[src/rtl/dram_refresh_mgr.sv]
module dram_refresh_mgr #(
  parameter int CLK_KHZ     = 100000,
  parameter int REFRESH_MS  = 32,
  parameter int ROW_BITS    = 11,
  parameter int PAUSE_US    = 200,
  parameter int WAKE_CYCLES = 8,
  parameter int MAX_PEND    = 8
) (
  input  logic                clk,
  input  logic                rst_n,
  input  logic                mode_ras_only,
  input  logic                ref_grant,
  output logic                ref_req,
  output logic [ROW_BITS-1:0] ref_row,
  output logic                mem_ready,
  output logic                deadline_missed
);
  localparam int TICK_CYC  = (CLK_KHZ * REFRESH_MS) >> ROW_BITS;
  localparam int PAUSE_CYC = CLK_KHZ * PAUSE_US / 1000;
  localparam int TMR_MAX   = (TICK_CYC > PAUSE_CYC) ? TICK_CYC : PAUSE_CYC;
  localparam int TW        = $clog2(TMR_MAX + 1);
  localparam int PW        = $clog2(MAX_PEND + 1);
  localparam int WW        = $clog2(WAKE_CYCLES + 1);

  typedef enum logic [1:0] {S_PAUSE, S_WAKE, S_RUN} state_t;
  state_t        st;
  logic [TW-1:0] tmr;
  logic [PW-1:0] pend;
  logic [WW-1:0] wake_left;

  wire take      = ref_req & ref_grant;
  wire tick      = (st == S_RUN) && (tmr == TW'(TICK_CYC - 1));
  wire pause_end = (st == S_PAUSE) && (tmr == TW'(PAUSE_CYC - 1));
  wire overflow  = tick && (pend == PW'(MAX_PEND)) && !take;

  assign ref_req   = (st == S_WAKE) || ((st == S_RUN) && (pend != '0));
  assign mem_ready = (st == S_RUN);

  always_ff @(posedge clk or negedge rst_n) begin
    if (!rst_n) begin
      st              <= S_PAUSE;
      tmr             <= '0;
      pend            <= '0;
      wake_left       <= '0;
      deadline_missed <= 1'b0;
    end else begin
      case (st)
        S_PAUSE: begin
          if (pause_end) begin
            st        <= S_WAKE;
            tmr       <= '0;
            wake_left <= WW'(WAKE_CYCLES);
          end else begin
            tmr <= tmr + TW'(1);
          end
        end
        S_WAKE: begin
          if (take) begin
            wake_left <= wake_left - WW'(1);
            if (wake_left == WW'(1)) begin
              st   <= S_RUN;
              tmr  <= '0;
              pend <= '0;
            end
          end
        end
        default: begin
          if (overflow) begin
            st              <= S_WAKE;
            deadline_missed <= 1'b1;
            wake_left       <= WW'(WAKE_CYCLES);
            pend            <= '0;
            tmr             <= '0;
          end else begin
            tmr  <= tick ? '0 : tmr + TW'(1);
            pend <= pend + PW'(tick) - PW'(take);
          end
        end
      endcase
    end
  end

  always_ff @(posedge clk or negedge rst_n) begin
    if (!rst_n)                  ref_row <= '0;
    else if (take && mode_ras_only) ref_row <= ref_row + ROW_BITS'(1);
  end


  row_step_chk: assert property (@(posedge clk) disable iff (!rst_n)
    (ref_req && ref_grant && mode_ras_only) |=> ref_row == ROW_BITS'($past(ref_row) + 1));

  row_hold_chk: assert property (@(posedge clk) disable iff (!rst_n)
    !(ref_req && ref_grant && mode_ras_only) |=> $stable(ref_row));

  missed_sticky_chk: assert property (@(posedge clk) disable iff (!rst_n)
    deadline_missed |=> deadline_missed);

  missed_drops_ready_chk: assert property (@(posedge clk) disable iff (!rst_n)
    $rose(deadline_missed) |-> (!mem_ready && ref_req));

  ready_after_grant_chk: assert property (@(posedge clk) disable iff (!rst_n)
    $rose(mem_ready) |-> $past(ref_req && ref_grant));
endmodule

[config.mk]
export PLATFORM = sky130hd
export DESIGN_NAME = dram_refresh_mgr
export DESIGN_NICKNAME = d
export VERILOG_FILES = /design/src/rtl/dram_refresh_mgr.sv
export SDC_FILE = /design/constraint.sdc
export NUM_CORES = 1
export LEC_CHECK = 0
export ABC_AREA = 1
export BUFFER_PORTS_ARGS = -buffer_cell sky130_fd_sc_hd__buf_2
export CORE_ASPECT_RATIO = 1.2
export CORE_MARGIN = 2
export CORE_UTILIZATION = 55
export CTS_CLUSTER_DIAMETER = 80
export DETAILED_ROUTE_END_ITERATION = 7
export PLACE_DENSITY = 0.74
export SLEW_MARGIN = 20
export SYNTH_ARGS = -nofsm -noshare
export SYNTH_HDL_FRONTEND = slang
export SYNTH_SLANG_ARGS = --single-unit
[constraint.sdc]
create_clock -name clk -period 2.7 [get_ports clk]
set_input_delay 0.405 -clock clk [delete_from_list [all_inputs] [get_ports clk]]
set_output_delay 0.405 -clock clk [all_outputs]
set_load 0.02 [all_outputs]
=== After elaboration in Yosys (flattened, before gate mapping) ===
Cells that the tools add are included.

* Register bits after elaboration: 37
* Input bits: 4
* Output and inout port bits: 14
* Logic and storage cells: 59

* Add/subtract/negate cells: 5
* Equality and inequality tests: 9
* Multiplexer cells: 19
* Bitwise operators: 3
* Reduce and logical (&&, ||, !) cells: 17

{| class="wikitable"
|+ Operator list
! kind !! number
|-
| $mux 15 || 5
|-
| $pmux 15 s2 || 1
|-
| $mux 4 || 6
|-
| $pmux 4 s2 || 2
|-
| $add 15x1->15 const B || 1
|-
| $eq 15x11->1 const B || 1
|-
| $eq 15x15->1 const B || 1
|-
| $add 11x1->11 const B || 1
|-
| $mux 2 || 4
|-
| $logic_and 1x1->1 || 6
|-
| $reduce_and 3->1 || 2
|-
| $add 4x1->4 || 1
|-
| $eq 4x1->1 const B || 1
|-
| $eq 4x4->1 const B || 1
|-
| $ne 2x2->1 const B || 2
|-
| $pmux 2 s2 || 1
|-
| $reduce_and 2->1 || 2
|-
| $reduce_and 4->1 || 1
|-
| $reduce_bool 4->1 || 1
|-
| $sub 4x1->4 || 1
|-
| $sub 4x1->4 const B || 1
|-
| $reduce_bool 3->1 || 1
|-
| $eq 2x1->1 const B || 1
|-
| $eq 2x2->1 const B || 1
|-
| 7 further kinds || 8
|}

=== Logic depth before layout (Yosys ltp) ===
* Word-level depth: 8
* Depth in mapped cells: 14
* Depth with buffers taken out: 14

=== Least setup slack after synthesis ===
OpenSTA, ideal clock, no wires.

* Kind: register -> register
* From: register tmr[1]
* To: register pend[2]
* Library setup time: 128 ps
* Arrival: 2061 ps
* Data required time: 2572 ps
* Path slack: 511 ps
* Stages on the path, launching flop included: 14
* Path buffers: 0
* Clock period less this slack: 2189 ps
* Path through: dfrtp_1 -> inv_1 -> ha_1 -> nand2_1 -> nor2_1 -> nand2_1 -> nor2_2 -> inv_1 -> ha_1 -> inv_1 -> ha_1 -> fa_1 -> xnor2_1 -> o22ai_1

* Cells in the longest elaborated chain, start to end: 6
* Elaborated cells on any way between the ends: 8
* Classes of those cells: add/sub (2); eq/ne (1); mux (2); reduce/logical (3)

{| class="wikitable"
|+ RTL lines
! element !! line !! source
|-
| from (decl) || 27 || <nowiki>logic [TW-1:0] tmr;</nowiki>
|-
| from (signal assigned) || 54 || <nowiki>tmr <= tmr + TW'(1);</nowiki>
|-
| from (signal assigned) || 75 || <nowiki>tmr <= tick ? '0 : tmr + TW'(1);</nowiki>
|-
| $eq 15x11->1 * || 32 || <nowiki>wire tick = (st == S_RUN) && (tmr == TW'(TICK_CYC - 1));</nowiki>
|-
| $logic_and 1x1->1 * || 32 ||
|-
| $add 4x1->4 / $logic_and 1x1->1 (equally long branches) || 76, 34 ||
|-
| $sub 4x1->4 / $logic_and 1x1->1 (equally long branches) || 76, 34 ||
|-
| $mux 4 * || 68 || <nowiki>if (overflow) begin</nowiki>
|-
| $pmux 4 s2 * || 47 || <nowiki>case (st)</nowiki>
|-
| to (signal assigned) || 76 || <nowiki>pend <= pend + PW'(tick) - PW'(take);</nowiki>
|-
| to (decl) || 28 || <nowiki>logic [PW-1:0] pend;</nowiki>
|}

Every way passes the cells marked *; elsewhere a longest branch is shown, timed or not.
A chain may end at the register's enable or synchronous reset.

=== Worst setup path after layout ===
* From: register st[1]
* To: register pend[2]

* Cells in the longest elaborated chain, start to end: 8
* Elaborated cells on any way between the ends: 18
* Classes of those cells: add/sub (2); eq/ne (4); mux (2); bitwise (2); reduce/logical (8)

{| class="wikitable"
|+ RTL lines
! element !! line !! source
|-
| from (decl) || 26 || <nowiki>state_t st;</nowiki>
|-
| from (signal assigned) || 41 || <nowiki>st <= S_PAUSE;</nowiki>
|-
| from (signal assigned) || 50 || <nowiki>st <= S_WAKE;</nowiki>
|-
| from (signal assigned) || 61 || <nowiki>st <= S_RUN;</nowiki>
|-
| branches (longest 8 deep; another with $add 4x1->4) || -- ||
|}

Several ways; the timed one is not identified.

==> results.yml <==
clock_tree:
  cts_setup_buffers: 0
  clk_root_buffer_cell: "clkbuf_8"
  numCtsBuffers: 5
  cts.clk_slew.worst_paths_ns: 0.08
  cts_resized: 0
  cts_sinks: 37
  clock_latency_ns: 0.30
  hold_buffers: 0
  cts_buffer_depth: 2
  cts_tree: "yes"
  htree_num_levels: 2
timing:
  final-setup-viol-count: 0
  fin_worst_skew_ns: 0.00574
  slew_violations: 0
  rsz0062_at_grt: "false"
  relSlewSlack: 0.455
  tightest_slew_ns: 0.817
  period_needed_ns: 2.42
  hold_viol: 0
  period_share: 0.894
  setup-tns-final_ns: 0
  timing.fmax_ghz: 0.414
layout:
  fill_cells: 400
  drive_above_1_share: 0.198
  nets: 323
  syn_to_final_growth_pct: 9.06
  fin_cells: 362
  seqCellArea_sq_um: 926
  diodes: 0
  multiInputGateArea_sq_um: 1240
synth:
  syn-cell-area_sq_um: 2330
  async_reset_ff_frac: 1.00
  synth_warnings: 0
  syn_area_per_cell_sq_um: 8.16
  synth_seq_cells: 37
  yosys.area.top_type: "dfrtp_1"
  synth_edf_count: 0
  syn_nets: 302
  synth.top_cell.area_share: 0.397
  yosysMostFrequentCell: "nand2_1"
  synthTopCellsByCount: "nand2_1, dfrtp_1, nor2_1"
  synth.distinct_cells: 34
  synthCells: 286
  yosysSeqAreaShare: 0.397
  synth_flop_cell: "dfrtp_1"
  ys_top_cells_by_area: "dfrtp_1, nand2_1, ha_1"
setup_path:
  rrSetupSlack_ns: 0.28
  arrival_ns: 2.59
  path_buf_inv: 2
  crit_type: "reg2reg"
  cp-start-kind: "flip-flop"
  slowest_stage: "dfrtp_1"
  crit_required_ns: 2.88
  worst_path_largest_cell_delay_ns: 0.61
  end_kind: "flip-flop"
  path_max_fanout: 12
  path_delay_family: "adder cells"
  cp_cell_sequence: "nand2_2 > nor2_1 > nand2_1 > nor2_2 > inv_1 > ha_1 > inv_1 > ha_1 > fa_1 > xnor2_1 > o22ai_1"
die:
  core_sq_um: 4000
  die_w_um: 63.5
  initial_core_util: 0.583
  die_h_um: 75.4
  io-pin-count: 18
  die_area_sq_um: 4780
  rows: 25
outcome:
  status: "complete, no violations"
power:
  leakage_nw: 1.23
  power_density_nw_per_um2: 374
  ir_drop_uv: 306
global_route:
  grt_pass1_vias: 1809
  grt_pass1_wl_um: 7790
  antenna_found_initial: 0
  overflow: 0
  grt_max_degree: 38
  globalRouteTotalUtil: 0.210
placed_design:
  placed_cells: 354
  place_hpwl_um: 3330
  routabilityCongestion: 0.814
  port_buffers: 17
run:
  maxCapViolations: 0
routing:
  drc: 0
  drt-vias-per-instance: 5.19
  wl_um: 4490
  drt_iter0_markers: 62
  firstDrtPassIters: 4
  vias: 1878
  wl_per_cell_um: 12.4
  ant_nets: 0
worst_hold_path:
  hp-class: "in2async"
==> where the power goes <==
group	internal [mW]	switching, mW
Combinational	0.00175	0.0136
Clock	0.178	0.205
Sequential	0.554	0
==> layer usage <==
metal | vias to the layer above | track usage | wire (um)
met1 | 866 | 0.258 | 2050
met5 | - | 0 | 0
li1 | 971 | - | -
met4 | 0 | 0.114 | 98
met2 | 34 | 0.367 | 2230
met3 | 7 | 0.0266 | 118
==> placed cells by master (no fill, tap or decap), types with 6 or more instances in the layout <==
master   netlist  final
buf_2          1     17
dfrtp_1       37     37
ha_1          11     11
inv_1         26     26
inv_2         11     11
nand2_1       66     66
nand3_1       19     19
nand4_1       12     12
nor2_1        28     28
nor3_1         7      7
o21ai_0       11     11
xnor2_1        6      6
xor2_1         8      8
==> per-stage QoR <==
| stage | area (sq um) | util | power [mW] | setup slack (ns) | hold WS (ns) |
|---|---|---|---|---|---|
| global route | 2540 | 0.636 | 0.982 | 0.0737 | 0.283 |
| global placement | 2460 | 0.614 | 0.581 | 0.373 | 0.447 |
| finish | 2540 | 0.636 | 0.952 | 0.285 | 0.198 |
| floorplan | 2330 | - | 0.566 | 0.511 | 0.109 |
| detailed placement | 2460 | 0.614 | 0.581 | 0.314 | 0.452 |
| CTS | 2540 | 0.636 | 0.968 | 0.262 | 0.226 |
==> state kept, by name (all words and copies together) (netlist names) <==
| signal | count |
|---|---|
| pend | 4 |
| ref_row | 11 |
| tmr | 15 |
| wake_left | 4 |
| st | 2 |
| deadline_missed | 1 |
==> kinds of logic (layout without fill, tap and decap cells) <==
family / count (synthesis) / after routing / synth area share
AO/OA/AOI/OAI: 25 / 25 / 0.0611
AND/OR/NAND/NOR: 158 / 158 / 0.351
adder cells (fa/ha/maj): 12 / 12 / 0.0676
XOR/XNOR: 14 / 14 / 0.0525
buffers and inverters: 40 / 62 / 0.0713
flip-flops: 37 / 37 / 0.397
==> path summary, 6_finish.rpt <==
check                                 from              end  depth (start not counted)
hold reg to reg            deadline_missed  deadline_missed                          2
setup / recovery                     st[1]          pend[2]                         11
hold / removal                       rst_n          tmr[11]                          1
max in group asynchronous            rst_n       ref_row[5]                          1
setup reg to reg                     st[1]          pend[2]                         11
min in group clk             mode_ras_only       ref_row[1]                          4
==> area by class of cell <==
| cell class | instances | share of cell area |
|---|---|---|
| Clock inverter | 3 | 0.00688 |
| Tap cell | 54 | 0.0265 |
| Sequential cell | 37 | 0.364 |
| Clock buffer | 5 | 0.0270 |
| Inverter | 37 | 0.0546 |
| Multi-Input combinational cell | 209 | 0.488 |
| Timing Repair Buffer | 17 | 0.0334 |
Note: power is estimated with default switching activity, not from simulation.
